[src/rtl/rsup_pkg.sv]
package rsup_pkg;

   // Round up a time in microseconds to whole clock cycles.
   function automatic int unsigned us_to_cyc(input longint unsigned hz,
                                             input longint unsigned us);
      longint unsigned prod;
      prod = hz * us;
      return int'((prod + 64'd999_999) / 64'd1_000_000);
   endfunction

   // Round up a time in nanoseconds to whole clock cycles.
   function automatic int unsigned ns_to_cyc(input longint unsigned hz,
                                             input longint unsigned ns);
      longint unsigned prod;
      prod = hz * ns;
      return int'((prod + 64'd999_999_999) / 64'd1_000_000_000);
   endfunction

   // Counter width able to hold values 0 .. n.
   function automatic int unsigned cnt_w(input int unsigned n);
      return (n < 2) ? 1 : $clog2(n + 1);
   endfunction

   // Bit positions of the synchronised input vector.
   localparam int unsigned SYN_UV  = 0;
   localparam int unsigned SYN_MR  = 1;
   localparam int unsigned SYN_SVC = 2;
   localparam int unsigned SYN_W   = 3;

endpackage

[src/rtl/rsup_sync.sv]
module rsup_sync #(
   parameter int unsigned    W       = 1,
   parameter logic [W-1:0]   RST_VAL = '0
) (
   input  logic         clk_i,
   input  logic         por_n_i,
   input  logic [W-1:0] d_i,
   output logic [W-1:0] q_o
);

   generate
      for (genvar b = 0; b < W; b++) begin : g_bit
         logic [1:0] stage;
         always_ff @(posedge clk_i or negedge por_n_i) begin
            if (!por_n_i) begin
               stage <= {2{RST_VAL[b]}};
            end else begin
               stage <= {stage[0], d_i[b]};
            end
         end
         assign q_o[b] = stage[1];
      end
   endgenerate

endmodule

[src/rtl/rsup_mr_filter.sv]
module rsup_mr_filter #(
   parameter int unsigned FILT_CYC = 10
) (
   input  logic clk_i,
   input  logic por_n_i,
   input  logic mr_n_s_i,
   output logic act_o
);

   localparam int unsigned CW = rsup_pkg::cnt_w(FILT_CYC);
   localparam logic [CW-1:0] LAST = CW'(FILT_CYC - 1);

   logic [CW-1:0] low_cnt;
   logic          act_q;

   // Accept the request only after FILT_CYC consecutive low samples;
   // drop it on the first high sample.
   always_ff @(posedge clk_i or negedge por_n_i) begin
      if (!por_n_i) begin
         low_cnt <= '0;
         act_q   <= 1'b0;
      end else if (mr_n_s_i) begin
         low_cnt <= '0;
         act_q   <= 1'b0;
      end else if (!act_q) begin
         if (low_cnt == LAST) begin
            act_q <= 1'b1;
         end else begin
            low_cnt <= low_cnt + 1'b1;
         end
      end
   end

   assign act_o = act_q;

endmodule

[src/rtl/rsup_wdog.sv]
module rsup_wdog #(
   parameter int unsigned WD_CYC = 3000,
   parameter int unsigned WD_W   = 12
) (
   input  logic            clk_i,
   input  logic            por_n_i,
   input  logic            svc_s_i,
   input  logic            rst_act_i,
   output logic            exp_o,
   output logic [WD_W-1:0] cnt_o
);

   localparam logic [WD_W-1:0] LAST = WD_W'(WD_CYC - 1);

   logic            svc_d;
   logic            svc_edge;
   logic [WD_W-1:0] cnt_q;
   logic            at_last;

   assign svc_edge = svc_s_i ^ svc_d;
   assign at_last  = (cnt_q == LAST);

   always_ff @(posedge clk_i or negedge por_n_i) begin
      if (!por_n_i) begin
         svc_d <= 1'b0;
      end else begin
         svc_d <= svc_s_i;
      end
   end

   // Held at zero during reset and on each service edge; stops at the
   // terminal value, where the expiry request is raised.
   always_ff @(posedge clk_i or negedge por_n_i) begin
      if (!por_n_i) begin
         cnt_q <= '0;
      end else if (rst_act_i || svc_edge) begin
         cnt_q <= '0;
      end else if (!at_last) begin
         cnt_q <= cnt_q + 1'b1;
      end
   end

   assign exp_o = at_last && !rst_act_i;
   assign cnt_o = cnt_q;

endmodule

[src/rtl/rsup_hold.sv]
module rsup_hold #(
   parameter int unsigned HOLD_CYC = 1000,
   parameter int unsigned HOLD_W   = 10
) (
   input  logic              clk_i,
   input  logic              por_n_i,
   input  logic              cause_i,
   output logic              rst_o,
   output logic [HOLD_W-1:0] cnt_o
);

   localparam logic [HOLD_W-1:0] LAST = HOLD_W'(HOLD_CYC - 1);

   logic              rst_q;
   logic [HOLD_W-1:0] cnt_q;

   // Any active cause forces reset and zeroes the hold count; the count
   // only advances once all causes are gone.
   always_ff @(posedge clk_i or negedge por_n_i) begin
      if (!por_n_i) begin
         rst_q <= 1'b1;
         cnt_q <= '0;
      end else if (cause_i) begin
         rst_q <= 1'b1;
         cnt_q <= '0;
      end else if (rst_q) begin
         if (cnt_q == LAST) begin
            rst_q <= 1'b0;
            cnt_q <= '0;
         end else begin
            cnt_q <= cnt_q + 1'b1;
         end
      end
   end

   assign rst_o = rst_q;
   assign cnt_o = cnt_q;

endmodule

[src/rtl/rst_supervisor.sv]
module rst_supervisor #(
   parameter int unsigned CLK_HZ     = 50_000_000,
   parameter int unsigned HOLD_US    = 200_000,
   parameter int unsigned WDOG_US    = 1_600_000,
   parameter int unsigned MR_FILT_NS = 200,
   parameter bit          WDOG_EN    = 1'b1,
   parameter bit          MRST_EN    = 1'b1
) (
   input  logic clk_i,
   input  logic por_n_i,
   input  logic uv_i,
   input  logic mr_n_i,
   input  logic svc_i,
   output logic rst_n_o,
   output logic rst_o
);

   import rsup_pkg::*;

   localparam int unsigned HOLD_CYC = us_to_cyc(CLK_HZ, HOLD_US);
   localparam int unsigned WD_CYC   = us_to_cyc(CLK_HZ, WDOG_US);
   localparam int unsigned FILT_CYC = ns_to_cyc(CLK_HZ, MR_FILT_NS);
   localparam int unsigned HOLD_W   = cnt_w(HOLD_CYC);
   localparam int unsigned WD_W     = cnt_w(WD_CYC);
   localparam logic [SYN_W-1:0] SYN_RST = SYN_W'(3'b011);

   // Elaboration checks on the parameter set.
   generate
      if (CLK_HZ < 40_000_000) begin : g_bad_clk
         $error("CLK_HZ too low: a 50 ns service pulse must span two clock periods");
      end
      if (MR_FILT_NS < 100 || MR_FILT_NS > 400) begin : g_bad_filt
         $error("MR_FILT_NS must lie in 100..400 to reject glitches and meet the 500 ns response");
      end
      if (HOLD_CYC < 2) begin : g_bad_hold
         $error("hold period shorter than two clock cycles");
      end
      if (WD_CYC < 2) begin : g_bad_wd
         $error("watchdog period shorter than two clock cycles");
      end
   endgenerate

   logic [SYN_W-1:0]  raw_in;
   logic [SYN_W-1:0]  syn_in;
   logic              uv_s;
   logic              mr_act;
   logic              wd_exp;
   logic [WD_W-1:0]   wd_cnt;
   logic              rst_q;
   logic [HOLD_W-1:0] hold_cnt;
   logic              cause;

   assign raw_in[SYN_UV]  = uv_i;
   assign raw_in[SYN_MR]  = mr_n_i;
   assign raw_in[SYN_SVC] = svc_i;

   rsup_sync #(
      .W       (SYN_W),
      .RST_VAL (SYN_RST)
   ) u_sync (
      .clk_i   (clk_i),
      .por_n_i (por_n_i),
      .d_i     (raw_in),
      .q_o     (syn_in)
   );

   assign uv_s = syn_in[SYN_UV];

   generate
      if (MRST_EN) begin : g_mr
         rsup_mr_filter #(
            .FILT_CYC (FILT_CYC)
         ) u_mr (
            .clk_i    (clk_i),
            .por_n_i  (por_n_i),
            .mr_n_s_i (syn_in[SYN_MR]),
            .act_o    (mr_act)
         );
      end else begin : g_no_mr
         assign mr_act = 1'b0;
      end

      if (WDOG_EN) begin : g_wd
         rsup_wdog #(
            .WD_CYC (WD_CYC),
            .WD_W   (WD_W)
         ) u_wd (
            .clk_i     (clk_i),
            .por_n_i   (por_n_i),
            .svc_s_i   (syn_in[SYN_SVC]),
            .rst_act_i (rst_q),
            .exp_o     (wd_exp),
            .cnt_o     (wd_cnt)
         );
      end else begin : g_no_wd
         assign wd_exp = 1'b0;
         assign wd_cnt = '0;
      end
   endgenerate

   assign cause = uv_s | mr_act | wd_exp;

   rsup_hold #(
      .HOLD_CYC (HOLD_CYC),
      .HOLD_W   (HOLD_W)
   ) u_hold (
      .clk_i   (clk_i),
      .por_n_i (por_n_i),
      .cause_i (cause),
      .rst_o   (rst_q),
      .cnt_o   (hold_cnt)
   );

   assign rst_o   = rst_q;
   assign rst_n_o = ~rst_q;

endmodule

[config.mk]
export PLATFORM = sky130hd
export DESIGN_NAME = rst_supervisor
export DESIGN_NICKNAME = d
export VERILOG_FILES = /design/src/rtl/rsup_pkg.sv /design/src/rtl/rsup_sync.sv /design/src/rtl/rsup_mr_filter.sv /design/src/rtl/rsup_wdog.sv /design/src/rtl/rsup_hold.sv /design/src/rtl/rst_supervisor.sv
export SDC_FILE = /design/constraint.sdc
export NUM_CORES = 1
export LEC_CHECK = 0
export BUFFER_PORTS_ARGS = -buffer_cell sky130_fd_sc_hd__clkbuf_2
export CORE_ASPECT_RATIO = 1.5
export CORE_MARGIN = 1.5
export CORE_UTILIZATION = 67
export CTS_CLUSTER_SIZE = 12
export DETAILED_ROUTE_END_ITERATION = 12
export PLACE_DENSITY = 0.84
export SLEW_MARGIN = 30
export SYNTH_ARGS = -nofsm -noshare
export SYNTH_HDL_FRONTEND = slang
export SYNTH_SLANG_ARGS = --single-unit
[constraint.sdc]
create_clock -name clk_i -period 6.75 [get_ports clk_i]
set_clock_uncertainty 0.1 [all_clocks]
set_input_delay 0.675 -clock clk_i [delete_from_list [all_inputs] [get_ports clk_i]]
set_output_delay 0.675 -clock clk_i [all_outputs]
set_load 0.05 [all_outputs]
==> metrics.cfg, run 1 <==
[status]
outcome=finished, final reports clean

[sta]
finalSetupTns_ps=0
worst_slew_margin_rel_pct=41.4
layout_worst_path_cycle_share_pct=39.9
grt_setup_unrepaired=false
max_freq_ghz=0.371
finalHoldViolCount=0
finalMaxSlewViolations=0
post-route-worst-setup-slack_ps=4060
smallest_hold_slack_ps=257
setup_violators_final=0
worstMarginPinSlew_ps=872
clock_period_minus_worst_slack_ps=2690

[setup_path]
worst-path-max-fanout=7
worst_setup_path_end_kind=flop
worst-endpoint-arrival_ps=2820
worstPathRequired_ps=6880
cp-start-kind=flop
worstPathCellList=or4b_1 > or4_4 > o211ai_1 > nor4_1 > a211o_1
crit_type=flop to flop
critical_path.slowest_cell=sky130_fd_sc_hd__o211ai_1
critical_path.max_stage_delay_ps=620

[finish]
area_delta_synth_final_pct=8.83
fin_area_um2=3510
design.final.nets=345
finish.utilization_pct=76.7
count_of_placed_standard_cells_in_the_final_layout_fillers_left_out=405
post_route_cells_drive_above_1_share_pct=9.38
n_antenna_cell=0

[power_and_ir_drop]
pwr_density_cell_nw_per_um2=222
power.static_leakage_nw=1.41
overall_power_of_the_completed_layout_uw=780
vdd_drop_max_uv=181

[routing]
wl_um=7020
detailedRoute.firstPassIterationCount=4
post_route_drc=0
dr_total_vias=2622
route.detailed.vias_per_inst=6.47
detail_routed_net_length_per_standard_cell_um=17.3
ant_nets=0
drt-initial-drc-count=215

[clock_network]
htree_levels=3
clkLatencyLatePin_ps=340
tritoncts=done
clkSlewWorstSetupHoldPaths_ps=70
cts-resized-gates=0
cts.path.max_buffers=2
cts_hold_buf=0
setup_fix_buffers_added_after_clock_tree_synthesis=0
cts.sinks=64
clockRootBuffer=sky130_fd_sc_hd__clkbuf_8
cts_buffers=9

[synthesis]
syn_nets=337
post_synth_most_frequent_cells=sky130_fd_sc_hd__dfrtp_1 (59), sky130_fd_sc_hd__nor2_1 (27), sky130_fd_sc_hd__nand2_1 (24), sky130_fd_sc_hd__a31oi_1 (22)
synthesis.instances=328
syn-mean-instance-area_um2=9.85
synth_seq_cells=64
dominantRegCellSynth=sky130_fd_sc_hd__dfrtp_1
cell_types_with_the_largest_area_share_after_synthesis=sky130_fd_sc_hd__dfrtp_1 (46%), sky130_fd_sc_hd__xnor2_1 (4.6%), sky130_fd_sc_hd__a31oi_1 (4.3%)
synth_largest_area_cell=sky130_fd_sc_hd__dfrtp_1
sequential_area_share_after_synthesis_pct=49.8
synth_edf_count=0
synth_largest_type_area_fraction_pct=45.7
async_set_or_reset_flop_fraction_in_the_synthesized_netlist_pct=100
post_synth_instance_area_um2=3230
post-synth-top-count-cell=sky130_fd_sc_hd__dfrtp_1
synth.lib_cells_used.distinct=48
yosys_warnings=0

[placed_design]
port_buffers=6
hpwlAfterDp_um=4470
placement.cell_area_um2=3300
placed_cells_incl_taps=389
pre_cts_ws_ps=4100
place.gp.congestion=0.876

[floorplan]
num_rows=30
core_area_um2=4580
starting_density_pct=70.5
overall_die_area_um2=5250
top_level_ports=7
dieHeight_um=88.0
die_width_um=59.7

[global_route]
track_usage_pct=30.4
met2_track_demand_over_resource_in_global_routing_pct=47.7
grt_util_met1_pct=37.1
use_met3_pct=8.42
grt-ovfl-total=0
pin_count_of_the_biggest_net_entering_global_routing=65
number_of_global_route_vias_before_repair=2599
grt_antenna_before_repair=0
grt_first_pass_wirelength_um=11800
busiest_layer=met2

[run]
cap_violations=0

[min_path]
holdCritPathClass=flop to flop

final cells by class:
| class | count | area (um2) |
|---|---|---|
| Clock buffer | 13 | 169 |
| Sequential cell | 64 | 1610 |
| Timing Repair Buffer | 7 | 37.5 |
| Tap cell | 64 | 80.1 |
| Clock inverter | 3 | 40.0 |
| Inverter | 11 | 41.3 |
| Fill cell | 338 | 1060 |
| Multi-Input combinational cell | 243 | 1540 |
critical path: cells and delay by family, from the launching register on:
kind               cells  cell delay (ps)
AOI/OAI and AO/OA      2              870
DFF                    1              440
and+or+nand+nor        3             1170
metal layers:
metal	wire [um]	share of wire [%]
met3	255	3.6
met5	0	0
met1	2910	41
met2	3710	53
met4	150	2.1
registers in the layout, indices dropped and copies added (netlist names):
signal / flops
u_sync.g_bit.stage: 6
g_wd.u_wd.cnt_o: 27
g_mr.u_mr.act_o: 1
g_wd.u_wd.svc_d: 1
u_hold.rst_o: 1
g_mr.u_mr.low_cnt: 4
u_hold.cnt_o: 24
where the power goes:
group          leakage (nW)  total, mW  internal (mW)  switching, mW
registers             0.864      0.404          0.393         0.0109
clock network         0.109      0.348          0.200          0.148
logic                 0.438     0.0292        0.00991         0.0192
total                  1.41      0.780          0.602          0.178
cell families (layout without fill, tap and decap cells):
| kind of cell | after synthesis | count (layout) | synth area share [%] |
|---|---|---|---|
| simple gates | 141 | 141 | 24.0 |
| compound gates | 77 | 77 | 16.2 |
| buf+inv | 21 | 34 | 2.75 |
| fa+ha+maj | 4 | 4 | 1.55 |
| flops | 64 | 64 | 49.8 |
| xor+xnor | 21 | 21 | 5.70 |
cells in the final DEF (no fill, tap or decap), drive strengths merged, types with 6 or more instances in the layout:
cell type,synthesis,layout
a21oi,16,16
inv,11,11
xnor2,17,17
nand2,24,24
nor3,9,9
dfrtp,59,59
and3,6,6
o21ai,9,9
nand3,17,17
nor2,27,27
nor4,11,11
clkbuf,7,19
nand4,14,14
a31oi,22,22
path summary, 6_finish.rpt:
kind / cells after the start / slack, ps / endpoint / start
setup / recovery: 5 / 4060 / u_hold.cnt_o[21] / u_hold.cnt_o[13]
hold / removal: 0 / 260 / u_sync.g_bit[1].stage[1] / u_sync.g_bit[1].stage[0]
setup reg to reg: 5 / 4060 / u_hold.cnt_o[21] / u_hold.cnt_o[13]
hold reg to reg: 0 / 260 / u_sync.g_bit[1].stage[1] / u_sync.g_bit[1].stage[0]
max in group asynchronous: 2 / 5630 / g_wd.u_wd.cnt_o[9] / por_n_i
min in group asynchronous: 2 / 390 / u_hold.cnt_o[9] / por_n_i
No activity file was read; power rests on OpenSTA's default activity.
==> run 2: changes to the inputs <==
- CORE_UTILIZATION: 67 -> 56
- PLACE_DENSITY: 0.84 -> 0.75
- clock period: 6.75 -> 2.2 ns (I/O delays scaled with it)
==> run 2 against run 1 <==
Compared with the run above:
- the run now ends with negative setup slack left
- sequential cell count stayed put
- first-iteration DRC count fell by 27%
- largest power group unchanged
- critical path depth up 1
- sequential share of layout area fell by 4.3 points
- routed wire length increased by 5.4%
- clock-buffer cell count shrank 1
- register-to-register slack lost 4100 ps
- largest cell class is now multi-input gates
- critical path type unchanged
- total power grew to 3.1 times the previous value
==> metrics.cfg, run 2 (synthesis gave the netlist of run 1 again) <==
[status]
outcome=complete, but fails checks
failing_checks=negative setup slack

[placed_design]
hpwlAfterDp_um=4990
place.gp.congestion=0.864
port_buffers=6
pre_cts_ws_ps=-131

[sta]
finalSetupTns_ps=-204
layout_worst_path_cycle_share_pct=104
clock_period_minus_worst_slack_ps=2280
finalHoldViolCount=0
max_freq_ghz=0.438
grt_setup_unrepaired=true
post-route-worst-setup-slack_ps=-82.3
worstMarginPinSlew_ps=556
worst_slew_margin_rel_pct=62.9
finalMaxSlewViolations=0
setup_violators_final=4

[floorplan]
core_area_um2=5530
overall_die_area_um2=6240
num_rows=33
die_width_um=65.0
starting_density_pct=58.4
top_level_ports=7
dieHeight_um=96.0

[setup_path]
critical_path.max_stage_delay_ps=510
crit_type=flop to flop
worst-endpoint-arrival_ps=2410
cp-start-kind=flop
worstPathRequired_ps=2330
worstPathCellList=or4b_1 > or4_4 > o211ai_1 > buf_4 > nor4_2 > a211o_1
critPathBufInv=1
critPathTopFamily=simple AND/OR/NAND/NOR gates
worst-path-max-fanout=4
critical_path.slowest_cell=sky130_fd_sc_hd__or4b_1
worst_setup_path_end_kind=flop

[clock_network]
clkLatencyLatePin_ps=340
tritoncts=done
cts_buffers=9
cts.path.max_buffers=2
clockRootBuffer=sky130_fd_sc_hd__clkbuf_8
cts.sinks=64
clkSlewWorstSetupHoldPaths_ps=70
htree_levels=3

[power_and_ir_drop]
power.static_leakage_nw=1.60
p_clk_share_pct=43.6
total_switching_power_uw=541
share_seq_of_total_power_pct=51.6
vdd_drop_max_uv=524
pwr_density_cell_nw_per_um2=619
switching_share_pct=22.5
part_of_the_power_in_combinational_logic_pct=4.8
internal_power_mw=1.86

[global_route]
grt_first_pass_wirelength_um=12600
grt-ovfl-total=0
number_of_global_route_vias_before_repair=2763
track_usage_pct=26.6
grt_antenna_before_repair=0
pin_count_of_the_biggest_net_entering_global_routing=27

[finish]
area_delta_synth_final_pct=20.1
design.final.nets=380
n_antenna_cell=0
post_route_cells_drive_above_1_share_pct=20.3
layout_commonest_cell=sky130_fd_sc_hd__dfrtp_1
most-common-layout-cells=sky130_fd_sc_hd__dfrtp_1 (59), sky130_fd_sc_hd__buf_4 (29), sky130_fd_sc_hd__nor2_1 (27), sky130_fd_sc_hd__a31oi_1 (22), sky130_fd_sc_hd__nand2_1 (22)
flip_flop_count_of_the_largest_register_all_copies_and_words_added=27

[routing]
dr_total_vias=2719
wl_um=7400
drt-initial-drc-count=156
detail_routed_net_length_per_standard_cell_um=16.6
ant_nets=0
post_route_drc=0
detailedRoute.firstPassIterationCount=4
route.detailed.vias_per_inst=6.11

[min_path]
holdCritPathClass=flop to flop

[run]
cap_violations=0

[run 2: cell count changes in the layout (fill, tap and decap cells not counted), moves of 2 or more]
cell | previous run | this run
sky130_fd_sc_hd__nand2_1 | 24 | 22
sky130_fd_sc_hd__buf_6 | 0 | 2
sky130_fd_sc_hd__dlygate4sd3_1 | 0 | 4
sky130_fd_sc_hd__nor4_1 | 10 | 8
sky130_fd_sc_hd__buf_4 | 1 | 29
sky130_fd_sc_hd__nand2_2 | 0 | 2
[run 2: worst paths after layout]
path,start,to,slack [ps],cells past startpoint
setup / recovery,u_hold.cnt_o[18],u_hold.cnt_o[21],-80,6
hold / removal,u_sync.g_bit[2].stage[0],u_sync.g_bit[2].stage[1],250,0
setup reg to reg,u_hold.cnt_o[18],u_hold.cnt_o[21],-80,6
hold reg to reg,u_sync.g_bit[2].stage[0],u_sync.g_bit[2].stage[1],250,0
max in group asynchronous,por_n_i,u_hold.rst_o,950,3
min in group asynchronous,por_n_i,g_wd.u_wd.cnt_o[19],290,2
[run 2: area by class of cell]
class | instances | area [um2]
fillers | 419 | 1660
multi-input cells | 244 | 1630
flip-flops and latches | 64 | 1610
repair buffers | 41 | 310
clock buffers | 12 | 165
well taps | 70 | 87.6
inverters | 11 | 41.3
clock inverters | 3 | 40.0
[run 2: timing repair]
| item | 4_1_cts | 5_1_grt |
|---|---|---|
| setup buffers | 0 | 1 |
| hold buffers | 4 | 0 |
| setup endpoints to repair | 22 | 31 |
| endpoints found under the hold margin | 24 | 0 |
| gates cloned | 1 | 0 |
| resized for setup | 3 | 17 |
| pin swaps | 4 | 10 |
[run 2: metrics by stage]
stage               hold WS [ps]  cells  total power [mW]  util [%]  cell area [um2]
floorplan                   -176    328              1.31         -             3230
global placement             130    424              1.35      63.7             3520
detailed placement           135    424              1.36      63.7             3520
CTS                          255    444              2.41      68.7             3800
global route                 252    445              2.49      70.1             3880
finish                       248    445              2.40      70.1             3880
[run 2: per-layer routing]
layer,GRT usage (%),wire (um),up-vias
met1,30.6,3140,1336
met5,0,0,-
li1,-,-,1327
met2,46.8,3920,44
met4,12.1,153,0
met3,5.96,183,12
[run 2: power groups by stage]
stage / Sequential, mW / Combinational, mW / Clock, mW
finish: 1.24 / 0.115 / 1.05
global route: 1.24 / 0.133 / 1.11
CTS: 1.24 / 0.109 / 1.06
detailed placement: 1.26 / 0.101 / 0
global placement: 1.26 / 0.0974 / 0
floorplan: 1.24 / 0.0712 / 0
==> run 3: changes to the inputs <==
- REMOVE_ABC_BUFFERS: unset -> 1
- SLEW_MARGIN: 30 -> 20
==> run 3 against run 2 <==
Compared with the run above:
- the flow still finishes with violations (negative setup slack)
- critical endpoint is now u_hold.cnt_o[2]
- critical path depth unchanged
- setup slack better by 19 ps
- non-clock buffer count up 16
==> metrics.cfg, run 3 (synthesis gave the netlist of run 1 again) <==
[status]
outcome=complete, but fails checks
failing_checks=negative setup slack

[finish]
multi_input_comb_area_um2=1640
filler_cell_count_in_the_final_layout=416
design.final.nets=397
flip_flop_count_of_the_largest_register_all_copies_and_words_added=27
area_delta_synth_final_pct=24.9
count_of_placed_standard_cells_in_the_final_layout_fillers_left_out=463
post_route_cells_drive_above_1_share_pct=24.2
layout_commonest_cell=sky130_fd_sc_hd__dfrtp_1
layout.area.seq_um2=1610
most-common-layout-cells=sky130_fd_sc_hd__dfrtp_1 (59), sky130_fd_sc_hd__buf_4 (40), sky130_fd_sc_hd__nor2_1 (27), sky130_fd_sc_hd__nand2_1 (23), sky130_fd_sc_hd__a31oi_1 (21)
n_antenna_cell=0

[power_and_ir_drop]
total_switching_power_uw=559
pwr_density_cell_nw_per_um2=597
switching_share_pct=23.2
vdd_drop_max_uv=453
p_clk_share_pct=43.0
overall_power_of_the_completed_layout_mw=2.41
internal_power_mw=1.85
part_of_the_power_in_combinational_logic_pct=5.6
share_seq_of_total_power_pct=51.4
power.static_leakage_nw=1.68

[clock_network]
cts_buffers=9
cts.path.max_buffers=2
clkSlewWorstSetupHoldPaths_ps=70
cts.sinks=64
htree_levels=3
clockRootBuffer=sky130_fd_sc_hd__clkbuf_8
clkLatencyLatePin_ps=330
tritoncts=done

[setup_path]
crit_type=flop to flop
crit-reg2reg-launch=u_hold.cnt_o[11]
worst_setup_path_end_kind=flop
cp-start-kind=flop
worst-endpoint-arrival_ps=2360
worst-path-max-fanout=5
reg2regPathDepth=6
worstPathRequired_ps=2300
worst-r2r-setup-slack_ps=-60
timing.rr.end=u_hold.cnt_o[2]

[min_path]
whs_path_depth=0
min_delay_worst_endpoint=u_sync.g_bit[2].stage[1]
start_point_of_the_worst_hold_path=u_sync.g_bit[2].stage[0]
holdCritPathClass=flop to flop

[routing]
post_route_drc=0
wl_um=7690
route.detailed.vias_per_inst=6.20
dr_total_vias=2871
detail_routed_net_length_per_standard_cell_um=16.6
ant_nets=0
drt-initial-drc-count=192
detailedRoute.firstPassIterationCount=4

[global_route]
track_usage_pct=27.0
pin_count_of_the_biggest_net_entering_global_routing=65
grt_first_pass_wirelength_um=12800
number_of_global_route_vias_before_repair=2856
grt_antenna_before_repair=0
grt-ovfl-total=0

[floorplan]
top_level_ports=7
die_width_um=65.0
starting_density_pct=58.4
num_rows=33
overall_die_area_um2=6240
core_area_um2=5530
dieHeight_um=96.0

[sta]
layout_worst_path_cycle_share_pct=103
finalHoldViolCount=0
setup_violators_final=17
worstMarginPinSlew_ps=574
finalMaxSlewViolations=0
clock_period_minus_worst_slack_ps=2260
post-route-worst-setup-slack_ps=-63.1
grt_setup_unrepaired=true
worst_slew_margin_rel_pct=61.6
max_freq_ghz=0.442

[run]
cap_violations=0

[placed_design]
port_buffers=6
placed_cells_incl_taps=434
place.gp.congestion=0.863
hpwlAfterDp_um=5030

-- run 3: metrics by stage --
step	hold slack (ps)	cell area, um2	setup slack [ps]	util (%)	TNS (ps)
2_1_floorplan	-176	3180	-162	-	-667
3_3_place_gp	157	3610	-129	65.3	-1460
3_5_place_dp	154	3610	-169	65.3	-2030
4_1_cts	253	3940	-41.1	71.2	-283
5_1_grt	266	4030	-131	72.9	-2050
6_report	255	4030	-63.1	72.9	-499
-- run 3: cell type report --
type	count	area share, %
timing repair buffer	57	11.2
clock inverter	5	1.37
inverter	11	1.02
tap	70	2.17
clock buffer	11	3.75
sequential	64	39.9
multi-input combinational	245	40.6
-- run 3: power by group through the flow --
stage	combinational [mW]	sequential [mW]	clock [mW]
CTS	0.131	1.24	1.06
global placement	0.110	1.25	0
finish	0.134	1.24	1.04
floorplan	0.0504	1.25	0
global route	0.151	1.24	1.11
detailed placement	0.113	1.26	0
-- run 3: critical path, stage by stage, from the launching register on --
cell                       delay [ps]
sky130_fd_sc_hd__dfrtp_1          380
sky130_fd_sc_hd__or4b_1           520
sky130_fd_sc_hd__or4_4            470
sky130_fd_sc_hd__o211a_2          350
sky130_fd_sc_hd__buf_4            160
sky130_fd_sc_hd__nand2b_1          80
sky130_fd_sc_hd__a31oi_1           80
-- run 3: worst max path at each step --
stage / startpoint / endpoint / slack [ps] / cells after the start
after floorplan: u_hold.cnt_o[13] / u_hold.cnt_o[21] / -160 / 5
after global placement: u_hold.cnt_o[13] / u_hold.cnt_o[21] / -130 / 5
after detailed placement: u_hold.cnt_o[13] / u_hold.cnt_o[21] / -170 / 5
after CTS: u_hold.cnt_o[11] / u_hold.cnt_o[21] / -40 / 6
after global routing: u_hold.cnt_o[11] / u_hold.cnt_o[21] / -130 / 6
final: u_hold.cnt_o[11] / u_hold.cnt_o[2] / -60 / 6
-- run 3: repair_timing --
| item | CTS | global route |
|---|---|---|
| buffers inserted | 3 | 3 |
| pin swaps | 8 | 5 |
| setup endpoints to repair | 22 | 27 |
| hold buffers | 4 | 0 |
| cloned | 2 | 1 |
| resized for setup | 8 | 13 |
| endpoints found under the hold margin | 62 | 0 |
-- run 3: routing by layer --
metal	part of all wire [%]	routed length, um	vias up	global-route usage (%)
li1	-	-	1360	-
met1	39	2970	1417	28.5
met2	55	4200	66	48.5
met3	2.9	221	28	5.38
met4	4.0	304	0	17.6
met5	0	0	-	0
